==> config.mk <==
export PLATFORM = sky130hd
export DESIGN_NAME = pwm5_cps_mod
export DESIGN_NICKNAME = d
export VERILOG_FILES = /design/src/rtl/pwm5_pkg.sv /design/src/rtl/pwm5_carrier.sv /design/src/rtl/pwm5_refshape.sv /design/src/rtl/pwm5_slicer.sv /design/src/rtl/pwm5_gatedec.sv /design/src/rtl/pwm5_cps_mod.sv
export SDC_FILE = /design/constraint.sdc
export NUM_CORES = 1
export LEC_CHECK = 0
export ABC_AREA = 0
export BUFFER_PORTS_ARGS = -buffer_cell sky130_fd_sc_hd__buf_2
export CAP_MARGIN = 20
export CELL_PAD_IN_SITES_DETAIL_PLACEMENT = 0
export CELL_PAD_IN_SITES_GLOBAL_PLACEMENT = 1
export CORE_MARGIN = 2
export CORE_UTILIZATION = 55
export CTS_BUF_LIST = sky130_fd_sc_hd__clkbuf_16
export DETAILED_ROUTE_END_ITERATION = 6
export GPL_TIMING_DRIVEN = 1
export PLACE_DENSITY = 0.88
export SKIP_LAST_GASP = 1
export SYNTH_ARGS = -nofsm -noshare
export SYNTH_HDL_FRONTEND = slang
export SYNTH_SLANG_ARGS = --single-unit
==> constraint.sdc <==
create_clock -name clk -period 35.8 [get_ports clk]
set_input_delay 7.16 -clock clk [delete_from_list [all_inputs] [get_ports clk]]
set_output_delay 7.16 -clock clk [all_outputs]
set_load 0.01 [all_outputs]
==> src/rtl/pwm5_pkg.sv <==
package pwm5_pkg;

  typedef enum logic [2:0] {
    LVL_ZERO     = 3'd0,
    LVL_POS_HALF = 3'd1,
    LVL_POS_FULL = 3'd2,
    LVL_NEG_HALF = 3'd3,
    LVL_NEG_FULL = 3'd4
  } lvl_e;

  // bit k of a pattern drives switch k+1
  localparam logic [4:0] PAT_POS_FULL = 5'b10010;
  localparam logic [4:0] PAT_POS_HALF = 5'b10001;
  localparam logic [4:0] PAT_NEG_HALF = 5'b01001;
  localparam logic [4:0] PAT_NEG_FULL = 5'b01100;
  localparam logic [4:0] PAT_ZERO_EVN = 5'b10100;
  localparam logic [4:0] PAT_ZERO_ODD = 5'b01010;

  function automatic logic pat_is_zero(input logic [4:0] g);
    return (g == PAT_ZERO_EVN) || (g == PAT_ZERO_ODD);
  endfunction

  function automatic logic pat_is_legal(input logic [4:0] g);
    return pat_is_zero(g) || (g == PAT_POS_FULL) || (g == PAT_POS_HALF) ||
           (g == PAT_NEG_HALF) || (g == PAT_NEG_FULL);
  endfunction

endpackage

==> src/rtl/pwm5_carrier.sv <==
module pwm5_carrier #(
  parameter int TOP = 25000,
  parameter int CW  = 15
) (
  input  logic          clk,
  input  logic          rst,
  output logic [CW-1:0] car_a_o,
  output logic [CW-1:0] car_b_o,
  output logic          per_o
);
  localparam logic [CW-1:0] TOP_V = CW'(TOP);

  logic [CW-1:0] cnt_q;
  logic          up_q;
  logic          per_q;

  always_ff @(posedge clk) begin
    if (rst) begin
      cnt_q <= '0;
      up_q  <= 1'b1;
      per_q <= 1'b0;
    end else if (up_q) begin
      if (cnt_q == TOP_V) begin
        cnt_q <= TOP_V - 1'b1;
        up_q  <= 1'b0;
      end else begin
        cnt_q <= cnt_q + 1'b1;
      end
    end else begin
      if (cnt_q == CW'(1)) begin
        cnt_q <= '0;
        up_q  <= 1'b1;
        per_q <= ~per_q;
      end else begin
        cnt_q <= cnt_q - 1'b1;
      end
    end
  end

  assign car_a_o = cnt_q;
  assign car_b_o = TOP_V - cnt_q;
  assign per_o   = per_q;

  // carrier never leaves its range
  a_r1_in_range: assert property (@(posedge clk) disable iff (rst)
    cnt_q <= TOP_V);

  // carrier moves by exactly one each clock
  a_r1_unit_step: assert property (@(posedge clk) disable iff (rst)
    !$past(rst) |-> (({1'b0, cnt_q} == {1'b0, $past(cnt_q)} + 1'b1) ||
                     ({1'b0, cnt_q} + 1'b1 == {1'b0, $past(cnt_q)})));

  // period parity changes only when the carrier lands on zero
  a_r7_parity_at_zero: assert property (@(posedge clk) disable iff (rst)
    (!$past(rst) && (per_q != $past(per_q))) |-> (cnt_q == '0));

endmodule

==> src/rtl/pwm5_refshape.sv <==
module pwm5_refshape #(
  parameter int REF_W = 16,
  parameter int MI_W  = 8,
  parameter int TOP   = 25000,
  parameter int CW    = 15,
  parameter int RW    = 17
) (
  input  logic                    clk,
  input  logic                    rst,
  input  logic signed [REF_W-1:0] ref_i,
  input  logic        [MI_W-1:0]  mi_i,
  output logic        [RW-1:0]    lvl1_o,
  output logic                    neg_o
);
  localparam int PW = REF_W + MI_W + CW + 2;
  localparam int SH = REF_W + MI_W - 2;

  logic [REF_W-1:0] mag;
  logic [PW-1:0]    prod;
  logic [RW-1:0]    lvl1_q;
  logic             neg_q;

  always_comb begin
    mag  = ref_i[REF_W-1] ? REF_W'(-ref_i) : REF_W'(ref_i);
    prod = PW'(mag) * PW'(mi_i) * PW'(2 * TOP);
  end

  always_ff @(posedge clk) begin
    if (rst) begin
      lvl1_q <= '0;
      neg_q  <= 1'b0;
    end else begin
      lvl1_q <= RW'(prod >> SH);
      neg_q  <= ref_i[REF_W-1];
    end
  end

  assign lvl1_o = lvl1_q;
  assign neg_o  = neg_q;

  // a zero index always yields a zero first level
  a_r3_zero_index: assert property (@(posedge clk) disable iff (rst)
    (!$past(rst) && ($past(mi_i) == '0)) |-> (lvl1_q == '0));

  // polarity follows the reference sign one cycle later
  a_r5_sign_track: assert property (@(posedge clk) disable iff (rst)
    !$past(rst) |-> (neg_q == $past(ref_i[REF_W-1])));

endmodule

==> src/rtl/pwm5_slicer.sv <==
module pwm5_slicer
  import pwm5_pkg::*;
#(
  parameter int TOP = 25000,
  parameter int CW  = 15,
  parameter int RW  = 17
) (
  input  logic [RW-1:0] lvl1_i,
  input  logic          neg_i,
  input  logic [CW-1:0] car_a_i,
  input  logic [CW-1:0] car_b_i,
  output lvl_e          lvl_o
);
  logic hit_full;
  logic hit_half;

  // L1 - TOP > carrier B is rewritten as L1 > TOP + carrier B
  always_comb begin
    hit_full = lvl1_i > (RW'(TOP) + RW'(car_b_i));
    hit_half = lvl1_i > RW'(car_a_i);
    if (hit_full)
      lvl_o = neg_i ? LVL_NEG_FULL : LVL_POS_FULL;
    else if (hit_half)
      lvl_o = neg_i ? LVL_NEG_HALF : LVL_POS_HALF;
    else
      lvl_o = LVL_ZERO;
  end

endmodule

==> src/rtl/pwm5_gatedec.sv <==
module pwm5_gatedec
  import pwm5_pkg::*;
(
  input  logic       clk,
  input  logic       rst,
  input  lvl_e       lvl_i,
  input  logic       per_i,
  output logic [4:0] gate_o
);
  logic [4:0] gate_q;

  always_ff @(posedge clk) begin
    if (rst) begin
      gate_q <= 5'b00000;
    end else begin
      case (lvl_i)
        LVL_POS_FULL: gate_q <= PAT_POS_FULL;
        LVL_POS_HALF: gate_q <= PAT_POS_HALF;
        LVL_NEG_HALF: gate_q <= PAT_NEG_HALF;
        LVL_NEG_FULL: gate_q <= PAT_NEG_FULL;
        default:      gate_q <= per_i ? PAT_ZERO_ODD : PAT_ZERO_EVN;
      endcase
    end
  end

  assign gate_o = gate_q;

  // reset leaves every switch off
  a_r8_reset_off: assert property (@(posedge clk) disable iff (rst)
    $past(rst) |-> (gate_q == 5'b00000));

  // only table patterns appear once running
  a_r6_legal_pattern: assert property (@(posedge clk) disable iff (rst)
    !$past(rst) |-> pat_is_legal(gate_q));

  // leg exclusivity
  a_r9_leg_excl: assert property (@(posedge clk) disable iff (rst)
    !$past(rst) |-> ((gate_q[3] ^ gate_q[4]) && !(gate_q[1] && gate_q[2])));

  // a swap between the two zero patterns needs a period boundary
  a_r7_swap_on_period: assert property (@(posedge clk) disable iff (rst)
    (!$past(rst) && !$past(rst, 2) && pat_is_zero(gate_q) &&
     pat_is_zero($past(gate_q)) && (gate_q != $past(gate_q)))
    |-> ($past(per_i) != $past(per_i, 2)));

endmodule

==> src/rtl/pwm5_cps_mod.sv <==
module pwm5_cps_mod
  import pwm5_pkg::*;
#(
  parameter int CLK_HZ     = 50_000_000,
  parameter int CARRIER_HZ = 1_000,
  parameter int REF_W      = 16,
  parameter int MI_W       = 8
) (
  input  logic                    clk,
  input  logic                    rst,
  input  logic signed [REF_W-1:0] ref_i,
  input  logic        [MI_W-1:0]  mi_i,
  output logic        [4:0]       gate_o
);
  localparam int TOP = CLK_HZ / (2 * CARRIER_HZ);
  localparam int CW  = $clog2(TOP + 1);
  localparam int RW  = CW + 2;

  logic [CW-1:0] car_a;
  logic [CW-1:0] car_b;
  logic          per;
  logic [RW-1:0] lvl1;
  logic          neg;
  lvl_e          lvl;

  pwm5_carrier #(.TOP(TOP), .CW(CW)) carrier_i (
    .clk     (clk),
    .rst     (rst),
    .car_a_o (car_a),
    .car_b_o (car_b),
    .per_o   (per)
  );

  pwm5_refshape #(
    .REF_W (REF_W),
    .MI_W  (MI_W),
    .TOP   (TOP),
    .CW    (CW),
    .RW    (RW)
  ) refshape_i (
    .clk    (clk),
    .rst    (rst),
    .ref_i  (ref_i),
    .mi_i   (mi_i),
    .lvl1_o (lvl1),
    .neg_o  (neg)
  );

  pwm5_slicer #(.TOP(TOP), .CW(CW), .RW(RW)) slicer_i (
    .lvl1_i  (lvl1),
    .neg_i   (neg),
    .car_a_i (car_a),
    .car_b_i (car_b),
    .lvl_o   (lvl)
  );

  pwm5_gatedec gatedec_i (
    .clk    (clk),
    .rst    (rst),
    .lvl_i  (lvl),
    .per_i  (per),
    .gate_o (gate_o)
  );

  // the two carriers always sum to the peak value
  a_r2_mirror_sum: assert property (@(posedge clk) disable iff (rst)
    ({1'b0, car_a} + {1'b0, car_b}) == (CW + 1)'(TOP));

endmodule

Word-level counts from Yosys, hierarchy flattened
Cells that the tools add are included.

Flip-flop bits (word level): 40. Logic and storage cells: 37. Output and inout bits: 5. Input bits: 26.

Reductions and logical operators: 1. $add $sub $neg: 5. Bitwise gates (word level): 2. Equality and inequality tests: 6. Magnitude comparators: 2. Multiplexer cells: 13. Multipliers: 2.

Operators with widths (number): $mux 15 (3); $mul 24x12->35 const B (1); $mul 16x8->24 (1); $pmux 5 s4 (1); $gt 17x15->1 (1); $gt 17x17->1 (1); $add 15x15->16 const A (1); $mux 16 (1); $neg 16->16 (1); $add 15x1->15 const B (1); $eq 15x1->1 const B (1); $eq 15x15->1 const B (1); $sub 15x1->15 const B (1); $sub 15x15->15 const A (1); $mux 3 (3); $eq 3x2->1 const B (2); $mux 5 (1); $eq 3x1->1 const B (1); $eq 3x3->1 const B (1); $mux 1 (3); $mux 2 (1); $not 1->1 (2); $reduce_and 2->1 (1).

Logic depth before layout (Yosys ltp)
Gate-level depths: netlist of the first run.

Depth in word-level cells: 6. Mapped depth: 41.

Modules after synthesis
From an unflattened synthesis of the first run, not the netlist that was laid out.

Cell total of the unflattened synthesis: 1432. Area, all modules: 12254.3 um^2.

By module, submodules not included: pwm5_refshape (times used 1, cells each 1087, area each 9618.0 um^2); pwm5_carrier (times used 1, cells each 198, area each 1467.7 um^2); pwm5_slicer (times used 1, cells each 129, area each 979.7 um^2); pwm5_gatedec (times used 1, cells each 18, area each 188.9 um^2).

Least setup slack after synthesis of the first run
OpenSTA, ideal clock, no wires.

Path type: input-to-reg. Start: input ref_i[0]. End: register refshape_i.lvl1_q[11], in the netlist refshape_i.lvl1_o[11]. Stages on the path: 38. Arrival: 16328 ps. Data required time: 35672 ps. Path buffers: 2. Slack: 19345 ps. Setup time: 128 ps. Cells stage by stage: clkbuf_1 -> inv_1 -> ha_1 -> nand2b_1 -> or3_1 -> o21ai_0 -> xor2_1 -> nor2b_1 -> fa_1 -> fa_1 -> fa_1 -> inv_1 -> fa_1 -> inv_1 -> ha_1 -> or4_4 -> nor2_4 -> a21oi_1 -> [... 2 more ...] -> xnor2_1 -> ha_1 -> ha_1 -> fa_1 -> fa_1 -> inv_1 -> fa_1 -> inv_1 -> ha_1 -> clkbuf_2 -> nand2_1 -> nor3_2 -> or3b_1 -> nor3_1 -> o31a_2 -> o22ai_1 -> xor2_1 -> nor2_1.

Longest elaborated chain between the ends: 4.

RTL lines: from (decl) (RTL line pwm5_cps_mod.sv:11) `input logic signed [REF_W-1:0] ref_i,`; $neg 16->16 (RTL line pwm5_refshape.sv:24) `mag = ref_i[REF_W-1] ? REF_W'(-ref_i) : REF_W'(ref_i);`; $mux 16 (*) (RTL line pwm5_refshape.sv:24); $mul 16x8->24 (*) (RTL line pwm5_refshape.sv:25) `prod = PW'(mag) * PW'(mi_i) * PW'(2 * TOP);`; $mul 24x12->35 (*) (RTL line pwm5_refshape.sv:25); to (signal assigned) (RTL line pwm5_refshape.sv:33) `lvl1_q <= RW'(prod >> SH);`; to (decl) (RTL line pwm5_refshape.sv:20) `logic [RW-1:0] lvl1_q;`.

Every way passes the cells marked *; elsewhere a longest branch is shown, timed or not. A chain may end at the register's enable or synchronous reset.

Worst setup path in the final report of the first run
Start: input ref_i[3]. End: register refshape_i.lvl1_q[11], in the netlist refshape_i.lvl1_o[11].

The elaborated chain is that of the path after synthesis.

==> qor.csv, run 1 <==
metric,value,unit
timing_worst_setup_path_type,in -> reg,
synth_edf_count,0,
fmaxAchievable,0.0578,GHz
run_status,finished clean,
worst_r2r_startpoint,carrier_i.car_a_o[1],
htree_levels,2,
synth-main-ff-cell,dfxtp_1,
critPathMaxFanout,8,
finalMaxSlewViolations,0,
worstPathArrival,17.44,ns
reg2reg_slack,30.79,ns
dr.pass1.iters,6,
transition_time_of_the_tightest_slew_check_pin,0.955,ns
cp.required,35.95,ns
synthDominantCellAreaShare,0.263,
min_period,17.29,ns
cts_tree,built,
core_area,0.0217,mm^2
core.rowCount,54,
synth_seq_cells,40,
synth_fp_nets,1799,
final.setup.tns,0,ns
hold_start,refshape_i.neg_o,
worst_slew_margin_rel,0.357,
layout_commonest_cell,inv_1,
die-area,0.0232,mm^2
post_synth_main_area_contributors,"fa_1 (26%), ha_1 (21%), inv_1 (9.0%), dfxtp_1 (6.6%), nor2b_1 (4.8%)",
post_route_cells_drive_above_1_share,0.0482,
initialDrtViolationCount,368,
finalSetupViolations,0,
hold_violations,0,
grt_first_pass_wirelength,46.3,mm
grt_start_max_net_pins,41,
cts_post_setup_buffers_inserted,0,
ant_nets,0,
finalWeightedCongestion,0.859,
grt_pass1_vias,9593,
critPathCaptureType,flip-flop,
ctsRootBufferMaster,clkbuf_16,
post-route-util,0.581,
synth_seq_area_share,0.0662,
crit_path_start,ref_i[3],
fp.dieH,152,um
wl_per_cell,15.9,um
syn_inst,1412,
synth_async_sr_flop_share,0,
drv.max_cap_violation_count,0,
gr-usage-all-layers,0.239,
dp.final_hpwl,23.4,mm
grt_setup_unrepaired,no,
synthesis.area,0.0121,mm^2
placement.io_buffers,30,
via_count,9366,
grt_antenna_before_repair,0,
worstHoldPathType,reg -> reg,
final.period_utilization,0.483,
synthToLayoutAreaGrowth,4.12,%
layout.cells.most_common_list,"inv_1 (289), ha_1 (202), fa_1 (159)",
io-pin-count,31,
synth_area_per_cell,8.57,um^2
synth.largest_area_cell,fa_1,
whs,0.481,ns
viasPerCell,5.54,
clockBufferDepth,2,
fin_ws,18.51,ns
synth_cell_type_count,85,
numClockSinks,40,
critical_path.max_stage_delay,0.63,ns
yosys_warnings,0,
die_w,152,um
nFillCells,2016,
drt_drc_violations_left,0,
critical_path.startpoint_type,input port,
nNetsFinal,1798,
start_util,0.558,
drt-total-wl,27.0,mm
place_worst_setup_slack,18.16,ns
path_common_cell,fa_1,
final.setup_skew,0.00831,ns
antenna_cells,0,
ctsHoldBuffers,0,
remaining_global_route_overflow,0,
cts_made_buffers,5,
postCtsResizedCells,0,
worst_setup_hold_path_clk_slew,0.06,ns
worstSkewPairLatency,0.29,ns
slowest_stage,xor2_1,
==> cell families (layout without fill, tap and decap cells) <==
| kind of cell | after synthesis | in the layout | share of synthesized area |
|---|---|---|---|
| and+or+nand+nor | 392 | 392 | 0.177 |
| adders and majority gates | 361 | 361 | 0.472 |
| DFF | 40 | 40 | 0.0662 |
| AOI/OAI and AO/OA | 215 | 215 | 0.126 |
| muxes | 3 | 3 | 0.00269 |
| buffers and inverters | 330 | 330 | 0.104 |
| xor gates and xnor gates | 71 | 71 | 0.0526 |
==> through the flow <==
stage | area, um^2 | std cells
5_1_grt | 12600 | 1692
6_report | 12600 | 1692
4_1_cts | 12600 | 1692
3_3_place_gp | 12400 | 1684
3_5_place_dp | 12400 | 1684
2_1_floorplan | 12100 | 1412
==> routing by layer <==
metal | up-vias | part of all wire | track usage
met4 | 0 | 0.026 | 0.0681
met3 | 37 | 0.029 | 0.0230
met5 | - | 0 | 0
li1 | 4620 | - | -
met1 | 4566 | 0.45 | 0.311
met2 | 143 | 0.50 | 0.426
==> synth_stat cells, drive strengths merged (13+ instances only) <==
library cell  count
and2             26
nand4            13
nand2b           20
fa              159
clkbuf           27
a21o             24
nor2             72
nand2            66
nand3            24
nor2b            93
inv             289
dfxtp            40
a21oi            52
xnor2            51
xor2             20
o21ai            38
nor3             35
ha              202
==> sequential cells by signal (all words and copies together) (netlist names) <==
signal             count
carrier_i.up_q         1
gatedec_i.gate_o       5
carrier_i.car_a_o     15
refshape_i.lvl1_o     17
carrier_i.per_o        1
refshape_i.neg_o       1
==> critical path: cells and delay by family <==
kind | cells | cell delay, ns
adder cells (fa/ha/maj) | 10 | 4.34
AND/OR/NAND/NOR | 12 | 2.92
AO/OA/AOI/OAI | 6 | 1.42
XOR/XNOR | 3 | 1.16
buffers and inverters | 7 | 0.43
==> worst paths after layout <==
kind,to,cells after the start
setup / recovery,refshape_i.lvl1_o[11],38
hold / removal,gatedec_i.gate_o[1],1
setup reg to reg,gatedec_i.gate_o[4],18
hold reg to reg,gatedec_i.gate_o[1],1
==> final cells by class <==
cell class	count	area, um^2	area share
multi-input combinational	1042	10000	0.797
inverter	292	1100	0.0870
sequential	40	801	0.0636
tap	280	350	0.0278
timing repair buffer	30	150	0.0119
clock buffer	5	125	0.00993
clock inverter	3	37.5	0.00298
Power of run 1 is left out: the tool's default activity adds up to more than one toggle a clock period on the data nets, which glitch-free logic cannot reach.
==> run 2, diff against run 1 <==
--- a/config.mk
+++ b/config.mk
@@ -11,11 +11,11 @@
 export CELL_PAD_IN_SITES_DETAIL_PLACEMENT = 0
 export CELL_PAD_IN_SITES_GLOBAL_PLACEMENT = 1
 export CORE_MARGIN = 2
-export CORE_UTILIZATION = 55
+export CORE_UTILIZATION = 46
 export CTS_BUF_LIST = sky130_fd_sc_hd__clkbuf_16
 export DETAILED_ROUTE_END_ITERATION = 6
 export GPL_TIMING_DRIVEN = 1
-export PLACE_DENSITY = 0.88
+export PLACE_DENSITY = 0.79
 export SKIP_LAST_GASP = 1
 export SYNTH_ARGS = -nofsm -noshare
 export SYNTH_HDL_FRONTEND = slang
==> constraint.sdc (replaced) <==
create_clock -name clk -period 14.1 [get_ports clk]
set_input_delay 2.82 -clock clk [delete_from_list [all_inputs] [get_ports clk]]
set_output_delay 2.82 -clock clk [all_outputs]
set_load 0.01 [all_outputs]
==> qor.csv, run 2 (synthesized netlist as in run 1, its figures left out) <==
metric,value,unit,change
critPathCaptureType,flip-flop,,unchanged
final.period_utilization,0.902,,
wl_per_cell,15.1,um,was 15.9 um
worst_slew_margin_rel,0.469,,was 0.357
layout_commonest_cell,inv_1,,unchanged
synthToLayoutAreaGrowth,4.94,%,was 4.12%
nNetsFinal,1801,,was 1798
reg2reg_slack,9.55,ns,was 30.79 ns
start_util,0.467,,was 0.558
path_common_cell,fa_1,,unchanged
multi_input_area,0.0100,mm^2,unchanged
postCtsResizedCells,0,,unchanged
drt-total-wl,26.5,mm,was 27.0 mm
cp_num_buf_inv,5,,was 7
grt_pass1_vias,9126,,was 9593
grt_setup_unrepaired,no,,unchanged
io-pin-count,31,,unchanged
antenna_cells,0,,unchanged
htree_levels,2,,unchanged
critical_path.max_stage_delay,0.56,ns,was 0.63 ns
final_cell_count_no_fill,1750,,was 1692
numPlacedInstances,1742,,was 1684
worstHoldPathCells,1,,unchanged
cts_post_setup_buffers_inserted,0,,unchanged
worst-r2r-cell-count,19,,was 18
grt_antenna_before_repair,0,,unchanged
drt_drc_violations_left,0,,unchanged
gr-usage-met3,0.0205,,was 0.0230
worstSkewPairLatency,0.29,ns,about the same
finalSetupViolations,0,,unchanged
timing_worst_setup_path_type,in -> reg,,unchanged
register_cell_area_after_layout,801,um^2,unchanged
min_period,12.72,ns,
finalMaxSlewViolations,0,,unchanged
grt_use_met2,0.299,,was 0.426
via_count,9302,,was 9366
numClockSinks,40,,unchanged
hold_start,refshape_i.neg_o,,unchanged
whs,0.507,ns,was 0.481 ns
fp.dieH,166,um,was 152 um
cp.required,14.25,ns,was 35.95 ns
remaining_global_route_overflow,0,,unchanged
hold_end,gatedec_i.gate_o[1],,unchanged
die_w,166,um,was 152 um
grt_start_max_net_pins,41,,unchanged
hold_violations,0,,unchanged
critical_path_s_top_delay_family,adder cells,,unchanged
clockBufferDepth,2,,unchanged
worst_setup_hold_path_clk_slew,0.06,ns,about the same
dr.pass1.iters,6,,unchanged
cts_tree,built,,unchanged
grt_first_pass_wirelength,45.7,mm,was 46.3 mm
fmaxAchievable,0.0786,GHz,
core_area,0.0259,mm^2,was 0.0217 mm^2
final.setup_skew,0.00468,ns,was 0.00831 ns
placement.io_buffers,30,,unchanged
ant_nets,0,,unchanged
worstHoldPathType,reg -> reg,,unchanged
global_route.usage.met1,0.308,,was 0.311
ctsHoldBuffers,0,,unchanged
busiest_layer,met1,,was met2
largest_register_ffs,17,,unchanged
ctsRootBufferMaster,clkbuf_16,,unchanged
slowest_stage,or4_4,,was xor2_1
transition_time_of_the_tightest_slew_check_pin,0.794,ns,was 0.955 ns
run_status,finished clean,,unchanged
core.rowCount,59,,was 54
post-route-util,0.490,,was 0.581
final.setup.tns,0,ns,unchanged
viasPerCell,5.32,,was 5.54
drv.max_cap_violation_count,0,,unchanged
timing.rr.end,gatedec_i.gate_o[1],,was gatedec_i.gate_o[4]
dp.final_hpwl,22.9,mm,was 23.4 mm
cts_made_buffers,5,,unchanged
layout.cells.most_common_list,"inv_1 (289), ha_1 (202), fa_1 (159)",,unchanged
finalWeightedCongestion,0.884,,was 0.859
worst_r2r_startpoint,carrier_i.car_a_o[1],,unchanged
initialDrtViolationCount,459,,was 368
critical_path.startpoint_type,input port,,unchanged
post_route_cells_drive_above_1_share,0.0516,,was 0.0482
worstPathArrival,12.87,ns,was 17.44 ns
nFillCells,2528,,was 2016
critPathMaxFanout,12,,was 8
gr-usage-all-layers,0.196,,was 0.239
die-area,0.0276,mm^2,was 0.0232 mm^2
-- run 2: changes by cell type in the layout (fill, tap and decap cells not counted), sizes merged --
cell and delta:
clkinv -2, clkinvlp +1, inv +1, buf +3
-- run 2: how the worst max path moves through the flow --
| stage | startpoint | end | slack [ns] | cells past startpoint |
|---|---|---|---|---|
| finish | ref_i[0] | refshape_i.lvl1_o[11] | 1.38 | 35 |
| global route | ref_i[0] | refshape_i.lvl1_o[11] | 0.64 | 35 |
| CTS | ref_i[0] | refshape_i.lvl1_o[11] | 1.33 | 35 |
| detailed placement | ref_i[0] | refshape_i.lvl1_o[11] | 1.03 | 35 |
| global placement | ref_i[0] | refshape_i.lvl1_o[11] | 1.31 | 37 |
| floorplan | ref_i[0] | refshape_i.lvl1_o[11] | 1.98 | 38 |
-- run 2: layer usage --
layer | wire (um) | part of all wire | up-vias
met5 | 0 | 0 | -
met4 | 126 | 0.0048 | 0
met3 | 835 | 0.032 | 12
met2 | 11300 | 0.43 | 150
met1 | 14200 | 0.54 | 4513
li1 | - | - | 4627
-- run 2: layout make-up --
class                      instances  share of cell area
clock buffer                       5             0.00986
clock inverter                     3             0.00365
inverter                         292              0.0863
multi-input combinational       1042               0.790
sequential                        40              0.0631
tap                              335              0.0330
timing repair buffer              33              0.0136
-- run 2: worst reg2reg max path, stage by stage (launching register included) --
cell      delay (ns)
dfxtp_1         0.36
inv_1           0.14
ha_1            0.23
nor2b_1         0.57
nor2_1          0.11
xnor2_1         0.17
ha_1            0.30
o22ai_1         0.13
a211o_1         0.31
nand2_1         0.13
and3_1          0.23
xnor2_1         0.10
ha_1            0.18
a21o_1          0.18
a211oi_1        0.44
nor4b_1         0.30
a221oi_1        0.11
o21ai_0         0.22
nand4b_1        0.18
o31ai_1         0.10
-- run 2: through the flow --
| step | setup WS, ns | instance area [um^2] |
|---|---|---|
| floorplan | 1.98 | 12100 |
| global placement | 1.31 | 12500 |
| detailed placement | 1.03 | 12500 |
| CTS | 1.33 | 12700 |
| global route | 0.640 | 12700 |
| finish | 1.38 | 12700 |
Power of run 2 is left out for the same reason.
==> run 3, diff against run 2 <==
==> constraint.sdc (replaced) <==
create_clock -name clk -period 14.1 [get_ports clk]
set_input_delay 2.115 -clock clk [delete_from_list [all_inputs] [get_ports clk]]
set_output_delay 2.115 -clock clk [all_outputs]
set_load 0.01 [all_outputs]
==> qor.csv, run 3 (synthesized netlist as in run 1, its figures left out) <==
metric,value,unit,change
antenna_cells,0,,unchanged
layout_commonest_cell,inv_1,,unchanged
finalMaxSlewViolations,0,,unchanged
grt_start_max_net_pins,41,,unchanged
ant_nets,0,,unchanged
clockBufferDepth,2,,unchanged
cts_post_setup_buffers_inserted,0,,unchanged
grt_first_pass_wirelength,46.1,mm,was 45.7 mm
grt_pass1_vias,9203,,was 9126
critical_path.startpoint_type,input port,,unchanged
final.period_utilization,0.864,,was 0.902
fmaxAchievable,0.0821,GHz,was 0.0786 GHz
remaining_global_route_overflow,0,,unchanged
min_period,12.19,ns,was 12.72 ns
grt_setup_unrepaired,no,,unchanged
crit_path_start,ref_i[0],,unchanged
dr.pass1.iters,5,,was 6
numClockSinks,40,,unchanged
critical_path.max_stage_delay,0.56,ns,about the same
final.setup.tns,0,ns,unchanged
cts_tree,built,,unchanged
synthToLayoutAreaGrowth,4.76,%,was 4.94%
viasPerCell,5.35,,was 5.32
die-area,0.0276,mm^2,unchanged
timing_worst_setup_path_type,in -> reg,,unchanged
hold_start,refshape_i.neg_o,,unchanged
core.rowCount,59,,unchanged
final.setup_skew,0.00332,ns,was 0.00468 ns
die_w,166,um,unchanged
transition_time_of_the_tightest_slew_check_pin,0.804,ns,was 0.794 ns
worst-r2r-cell-count,19,,unchanged
nFillCells,2488,,was 2528
via_count,9353,,was 9302
slowest_stage,xor2_1,,was or4_4
drt_drc_violations_left,0,,unchanged
cp.required,14.25,ns,about the same
core_area,0.0259,mm^2,unchanged
initialDrtViolationCount,573,,was 459
worstPathArrival,12.34,ns,was 12.87 ns
reg2reg_slack,9.54,ns,was 9.55 ns
ctsHoldBuffers,0,,unchanged
postCtsResizedCells,0,,unchanged
ctsRootBufferMaster,clkbuf_16,,unchanged
worstHoldPathCells,1,,unchanged
hold_end,gatedec_i.gate_o[1],,unchanged
critPathMaxFanout,12,,unchanged
register_cell_area_after_layout,801,um^2,unchanged
hold_violations,0,,unchanged
worst_slew_margin_rel,0.462,,was 0.469
finalSetupViolations,0,,unchanged
timing.rr.end,gatedec_i.gate_o[4],,was gatedec_i.gate_o[1]
wl_per_cell,15.3,um,was 15.1 um
htree_levels,2,,unchanged
placement.io_buffers,30,,unchanged
finalWeightedCongestion,0.880,,was 0.884
cts_made_buffers,5,,unchanged
multi_input_area,0.0100,mm^2,unchanged
grt_antenna_before_repair,0,,unchanged
fp.dieH,166,um,unchanged
critPathCaptureType,flip-flop,,unchanged
largest_register_ffs,17,,unchanged
path_common_cell,fa_1,,unchanged
dp.final_hpwl,23.0,mm,was 22.9 mm
drt-total-wl,26.7,mm,was 26.5 mm
drv.max_cap_violation_count,0,,unchanged
start_util,0.467,,unchanged
gr-usage-all-layers,0.198,,was 0.196
nNetsFinal,1798,,was 1801
worstSkewPairLatency,0.29,ns,about the same
run_status,finished clean,,unchanged
post_route_cells_drive_above_1_share,0.0496,,was 0.0516
layout.cells.most_common_list,"inv_1 (289), ha_1 (202), fa_1 (159)",,unchanged
worst_r2r_startpoint,carrier_i.car_a_o[0],,was carrier_i.car_a_o[1]
io-pin-count,31,,unchanged
worst_setup_hold_path_clk_slew,0.06,ns,about the same
worstHoldPathType,reg -> reg,,unchanged
[run 3: metal layers]
metal | track usage | routed length, um | vias to the layer above
li1 | - | - | 4611
met3 | 0.0210 | 1050 | 9
met4 | 0.0159 | 95 | 0
met2 | 0.304 | 11600 | 180
met5 | 0 | 0 | -
met1 | 0.311 | 14000 | 4553
[run 3: worst max-delay path, delay by kind of cell]
kind	cells	cell delay [ns]
buf+inv	7	0.48
xor+xnor	3	1.09
simple gates	11	2.90
compound gates	6	1.36
fa+ha+maj	10	4.38
[run 3: area by class of cell]
cell class	instances	area share
clock buffer	5	0.00987
clock inverter	3	0.00365
inverter	292	0.0865
multi-input combinational	1042	0.792
sequential	40	0.0632
tap	335	0.0331
timing repair buffer	30	0.0118
[run 3: worst max-delay path by stage]
stage                            end  slack, ns  cells past startpoint
6_report       refshape_i.lvl1_o[11]       1.91                     37
5_1_grt        refshape_i.lvl1_o[11]       1.24                     38
4_1_cts        refshape_i.lvl1_o[11]       1.89                     39
3_5_place_dp   refshape_i.lvl1_o[11]       1.65                     37
3_3_place_gp   refshape_i.lvl1_o[11]       1.84                     37
2_1_floorplan  refshape_i.lvl1_o[11]       2.69                     38
[run 3: metrics by stage]
| stage | area [um^2] | setup WS, ns | utilization | hold WS [ns] | std cells |
|---|---|---|---|---|---|
| final | 12700 | 1.91 | 0.489 | 0.508 | 1747 |
| after detailed placement | 12500 | 1.65 | 0.482 | 0.500 | 1739 |
| after floorplan | 12100 | 2.69 | - | 0.435 | 1412 |
| after global placement | 12500 | 1.84 | 0.482 | 0.498 | 1739 |
| after CTS | 12700 | 1.89 | 0.489 | 0.509 | 1747 |
| after global routing | 12700 | 1.24 | 0.489 | 0.541 | 1747 |
Power of run 3 is left out for the same reason.
